## src/rtl/reset_pkg.sv

```systemverilog
package reset_pkg;

    // one bit per reset cause after synchronisation and qualification
    typedef struct packed {
        logic pin;
        logic lowv;
        logic wdog;
    } rst_src_t;

    function automatic logic any_src(input rst_src_t s);
        return s.pin | s.lowv | s.wdog;
    endfunction

endpackage

```

## src/rtl/sync_chain.sv

```systemverilog
module sync_chain #(
    parameter int   STAGES  = 2,
    parameter logic RST_VAL = 1'b0
) (
    input  logic clk,
    input  logic arst_n,
    input  logic din,
    output logic dout
);
    typedef struct packed {
        logic [STAGES-1:0] sh;
    } sync_st_t;

    sync_st_t st_d, st_q;

    always_comb begin
        st_d    = st_q;
        st_d.sh = {st_q.sh[STAGES-2:0], din};
    end

    always_ff @(posedge clk or negedge arst_n) begin
        if (!arst_n) st_q <= '{sh: {STAGES{RST_VAL}}};
        else         st_q <= st_d;
    end

    assign dout = st_q.sh[STAGES-1];
endmodule

```

## src/rtl/pin_width_qual.sv

```systemverilog
module pin_width_qual #(
    parameter int MIN_LOW = 10
) (
    input  logic clk,
    input  logic arst_n,
    input  logic pin_s,
    output logic valid_o
);
    localparam int CW = $clog2(MIN_LOW + 1);
    localparam logic [CW-1:0] FULL = CW'(MIN_LOW);

    typedef struct packed {
        logic [CW-1:0] cnt;
    } qual_st_t;

    qual_st_t st_d, st_q;

    always_comb begin
        st_d = st_q;
        if (pin_s)                st_d.cnt = '0;
        else if (st_q.cnt != FULL) st_d.cnt = st_q.cnt + 1'b1;
    end

    always_ff @(posedge clk or negedge arst_n) begin
        if (!arst_n) st_q <= '{cnt: '0};
        else         st_q <= st_d;
    end

    assign valid_o = (st_q.cnt == FULL);
endmodule

```

## src/rtl/reset_stretch.sv

```systemverilog
module reset_stretch #(
    parameter int HOLD_CYCLES = 1_200_000
) (
    input  logic clk,
    input  logic arst_n,
    input  logic hold_i,
    output logic rst_o
);
    localparam int HW = (HOLD_CYCLES > 1) ? $clog2(HOLD_CYCLES) : 1;
    localparam logic [HW-1:0] LAST = HW'(HOLD_CYCLES - 1);

    typedef struct packed {
        logic          rst;
        logic [HW-1:0] cnt;
    } str_st_t;

    str_st_t st_d, st_q;

    always_comb begin
        st_d = st_q;
        if (hold_i) begin
            st_d.rst = 1'b1;
            st_d.cnt = '0;
        end else if (st_q.rst) begin
            if (st_q.cnt == LAST) begin
                st_d.rst = 1'b0;
                st_d.cnt = '0;
            end else begin
                st_d.cnt = st_q.cnt + 1'b1;
            end
        end
    end

    always_ff @(posedge clk or negedge arst_n) begin
        if (!arst_n) st_q <= '{rst: 1'b1, cnt: '0};
        else         st_q <= st_d;
    end

    assign rst_o = st_q.rst;
endmodule

```

## src/rtl/reset_merge_top.sv

```systemverilog
module reset_merge_top
    import reset_pkg::*;
#(
    parameter int SYNC_STAGES = 2,
    parameter int MIN_LOW     = 10,
    parameter int HOLD_CYCLES = 1_200_000
) (
    input  logic clk,
    input  logic por_n,
    input  logic ext_rst_n,
    input  logic lowv_i,
    input  logic wdog_req_i,
    output logic sys_rst_o
);
    localparam int N_ASYNC = 2;

    logic [N_ASYNC-1:0] async_raw;
    logic [N_ASYNC-1:0] async_s;
    rst_src_t           src;

    assign async_raw = {lowv_i, ext_rst_n};

    // index 0 idles high (pin), index 1 idles low (flag)
    for (genvar i = 0; i < N_ASYNC; i++) begin : g_sync
        sync_chain #(
            .STAGES  (SYNC_STAGES),
            .RST_VAL ((i == 0) ? 1'b1 : 1'b0)
        ) u_sync (
            .clk    (clk),
            .arst_n (por_n),
            .din    (async_raw[i]),
            .dout   (async_s[i])
        );
    end

    pin_width_qual #(.MIN_LOW(MIN_LOW)) u_qual (
        .clk     (clk),
        .arst_n  (por_n),
        .pin_s   (async_s[0]),
        .valid_o (src.pin)
    );

    assign src.lowv = async_s[1];
    assign src.wdog = wdog_req_i;

    reset_stretch #(.HOLD_CYCLES(HOLD_CYCLES)) u_stretch (
        .clk    (clk),
        .arst_n (por_n),
        .hold_i (any_src(src)),
        .rst_o  (sys_rst_o)
    );
endmodule

```

## config.mk

```make
export PLATFORM = sky130hd
export DESIGN_NAME = reset_merge_top
export DESIGN_NICKNAME = d
export VERILOG_FILES = /design/src/rtl/reset_pkg.sv /design/src/rtl/sync_chain.sv /design/src/rtl/pin_width_qual.sv /design/src/rtl/reset_stretch.sv /design/src/rtl/reset_merge_top.sv
export SDC_FILE = /design/constraint.sdc
export NUM_CORES = 1
export LEC_CHECK = 0
export CELL_PAD_IN_SITES_DETAIL_PLACEMENT = 1
export CELL_PAD_IN_SITES_GLOBAL_PLACEMENT = 1
export CORE_AREA = 2 2 59 72
export CTS_CLUSTER_SIZE = 30
export DETAILED_ROUTE_END_ITERATION = 12
export DIE_AREA = 0 0 61 74
export DONT_BUFFER_PORTS = 1
export HOLD_SLACK_MARGIN = 0.12
export PLACE_DENSITY = 0.74
export SLEW_MARGIN = 20
export SYNTH_ARGS = -nofsm -noshare
export SYNTH_HDL_FRONTEND = slang
export SYNTH_SLANG_ARGS = --single-unit
export TNS_END_PERCENT = 20
```

## constraint.sdc

```tcl
create_clock -name clk -period 3.6 [get_ports clk]
set_input_delay 0.72 -clock clk [delete_from_list [all_inputs] [get_ports clk]]
set_output_delay 0.72 -clock clk [all_outputs]
set_load 0.1 [all_outputs]
```

==> metrics.md <==
| Metric | Value |
|---|---|
| Area of placed instances | approximately 1700 sq um |
| Multi-input logic area | around 890 sq um |
| Top FF cell, synth | dfrtp_1 |
| Max Root-Sink Buffers | 2 |
| FP Rows | 25 |
| Critical Path Sink Type | flop |
| Post-Syn Nets | roughly 190 |
| RSZ-0062 raised after global routing | no |
| Met1 WL | roughly 1900 microns |
| Fillers | ~450 |
| Most frequent cells in the layout | 27 x dfrtp_1, 18 x nand2_1, 16 x nand3_1 |
| Worst-path clk slew | approximately 70 ps |
| Avg WL per Cell | about 19 microns |
| Non-Filler Instances | 234 |
| Share of layout cells above drive strength 1 | 0.156 |
| Via count | around 1400 |
| Worst setup margin | 1340 ps |
| Post-synthesis sequential area ratio | 0.441 |
| Routed wire length | approximately 4400 microns |
| Netlist Area Pre-Place | between 1500 and 2000 sq um |
| Die height | 74 microns |
| Relative slew slack | 0.515 |
| Mapped Cells | 180 |
| Max Fclk | between 400 and 500 MHz |
| GP Congestion | roughly 0.87 |
| Fin crit share | 0.628 |
| Synth-to-layout area growth | 10.6% |
| IO Port Bufs | 0 |
| Final Util | 0.491 |
| Uppermost layer routed | met4 |
| Worst-path maximum fanout | 19 |
| Ant diodes | 0 |
| First-pass GRT wire length | ~7300 microns |
| Crit path arrival time | 2470 ps |
| Worst hold margin | approximately 130 ps |
| Netlist cell types | 54 |
| WS Path Type | reg2reg |
| Met2 wire len | 2280 microns |
| CP startpoint kind | flop |
| Grt ovf | 0 |
| Clock skew | roughly 4.6 ps |
| All-Layer GR Usage | 0.222 |
| Number of global-route vias before repair | 1526 |
| P_leak | between 0.7 and 0.8 nW |
| Met3 Routed Length | around 96 microns |
| Yosys warnings | 0 |
| Post-synth EDFFs | 0 |
| DRT Pass-1 Iters | 4 |
| DRC Markers | 0 |
| Commonest non-fill, non-tap cell in the layout | dfrtp_1 |
| Starting density of the core | 0.444 |
| Register bit total from synthesis | 30 |
| Final TNS setup | 0 ps |
| Worst path cell trace | inv_1 -> ha_1 -> nand2_1 -> nor2_1 -> or3_1 -> or4_4 -> o21ai_2 |
| Worst slack, placed | approximately 1300 ps |
| CTS tree | done |
| CP max stage cell | or3_1 |
| Class of the worst hold path | in2async |
| Nets | ~190 |
| WP data required | approximately 3800 ps |
| Maximum vdd drop | ~0.00027 V |
| Cell area after layout | around 1900 sq um |
| Largest net degree at the start of global routing | 31 |
| Pwr dens | ~420 nW/um^2 |
| CTS buffer count | 5 |
| CTS Sinks | 30 |
| Root buffer cell | clkbuf_8 |
| Mean Syn Cell Area | roughly 9.5 sq um |
| Ys async rst share | 1.00 |
| Clock network latency to the later pin of the worst-skew pair | roughly 280 ps |
| Antenna violations before repair | 0 |
| Hpwl dp | 3090 microns |
| Core area | just under 4000 sq um |
| Routed Antenna Nets | 0 |
| Final hold vios | 0 |
| IO Count | 6 |
| DR iter-0 viols | 38 |
| Via-per-instance ratio | around 6 |
| Full die area | between 4000 and 5000 sq um |
| Storage cell area | around 750 sq um |
| Slew Viols, Final | 0 |
| Placed Cells | between 200 and 250 |
| Worst-margin pin slew | ~730 ps |
| Final setup fails | 0 |
| Status | finished, final reports clean |
| Max_cap viols | 0 |
| Die Width | between 60 and 70 microns |
| Final Total Pwr | 0.794 mW |
| Tmin final | between 2000 and 2500 ps |
| CTS H-Tree Depth | 2 |
| Largest stage delay on the critical path | 630 ps |
## cell type report
cell class              instances  share of cell area
clock inverters                 2              0.0318
repair buffers                  3              0.0132
flip-flops and latches         30               0.399
inverters                       3             0.00596
well taps                      54              0.0357
clock buffers                   6              0.0437
multi-input cells             136               0.471
## per-layer routing
metal	global-route usage	vias to the layer above
li1	-	672
met1	0.268	726
met2	0.394	22
met3	0.0313	5
met4	0.0845	0
met5	0	-
## state kept, by name (all words and copies together) (netlist names)
register            count
u_stretch.st_q         21
u_qual.st_q             4
g_sync.u_sync.st_q      4
u_stretch.rst_o         1
## power breakdown
group	switching [mW]	internal [mW]
clock	0.126	0.295
combinational	0.0146	0.00842
sequential	0.00534	0.344
total	0.146	0.648
## worst max-delay path: cells and delay by family (launching register included)
| family | cells | cell delay, ps |
|---|---|---|
| AO/OA/AOI/OAI | 1 | 110 |
| adder cells (fa/ha/maj) | 1 | 200 |
| buffers and inverters | 1 | 80 |
| flip-flops | 1 | 370 |
| AND/OR/NAND/NOR | 4 | 1420 |
## cells in the mapped netlist, types with 3 or more instances
| master | n | area share |
|---|---|---|
| dfrtp_1 | 27 | 0.40 |
| nand2_1 | 18 | 0.040 |
| nand3_1 | 16 | 0.047 |
| nor2_1 | 15 | 0.033 |
| a21oi_1 | 10 | 0.029 |
| nand4_1 | 6 | 0.022 |
| o21ai_0 | 6 | 0.018 |
| clkbuf_1 | 5 | 0.011 |
| nor3_1 | 5 | 0.015 |
| or3_1 | 5 | 0.018 |
| xor2_1 | 4 | 0.020 |
| dfstp_2 | 3 | 0.046 |
| ha_1 | 3 | 0.022 |
| nand4b_1 | 3 | 0.015 |
| nor4b_1 | 3 | 0.015 |
## worst paths after layout
path | from | end | slack, ps | cells past startpoint
min in group clk | g_sync[1].u_sync.st_q[0]$_DFF_PN0_ | g_sync[1].u_sync.st_q[1]$_DFF_PN0_ | 350 | 0
worst min register to register | g_sync[1].u_sync.st_q[0]$_DFF_PN0_ | g_sync[1].u_sync.st_q[1]$_DFF_PN0_ | 350 | 0
max in group asynchronous | por_n | g_sync[1].u_sync.st_q[0]$_DFF_PN0_ | 2200 | 1
worst max register to register | u_qual.st_q[0]$_DFFE_PN0P_ | u_stretch.st_q[17]$_DFFE_PN0P_ | 1340 | 7
worst max-delay path | u_qual.st_q[0]$_DFFE_PN0P_ | u_stretch.st_q[17]$_DFFE_PN0P_ | 1340 | 7
worst min-delay path | por_n | u_qual.st_q[2]$_DFFE_PN0P_ | 130 | 0
## logic make-up (layout without fill, tap and decap cells)
group                      count (synthesis)  count (layout)  share of synthesized area
AOI/OAI and AO/OA                         35              35                      0.141
buffers and inverters                     14              14                     0.0381
and+or+nand+nor                           90              90                      0.314
adders and majority gates                  3               3                     0.0220
xor gates and xnor gates                   6               6                     0.0307
muxes                                      2               2                     0.0124
DFF                                       30              30                      0.441
## repair_timing
action                     4_1_cts  5_1_grt
gates resized for setup          0        0
setup endpoints to repair        0        0
buffers inserted                 0        0
hold buffers                     0        1
hold endpoints to repair         0       16
Note: power is estimated with default switching activity, not from simulation.
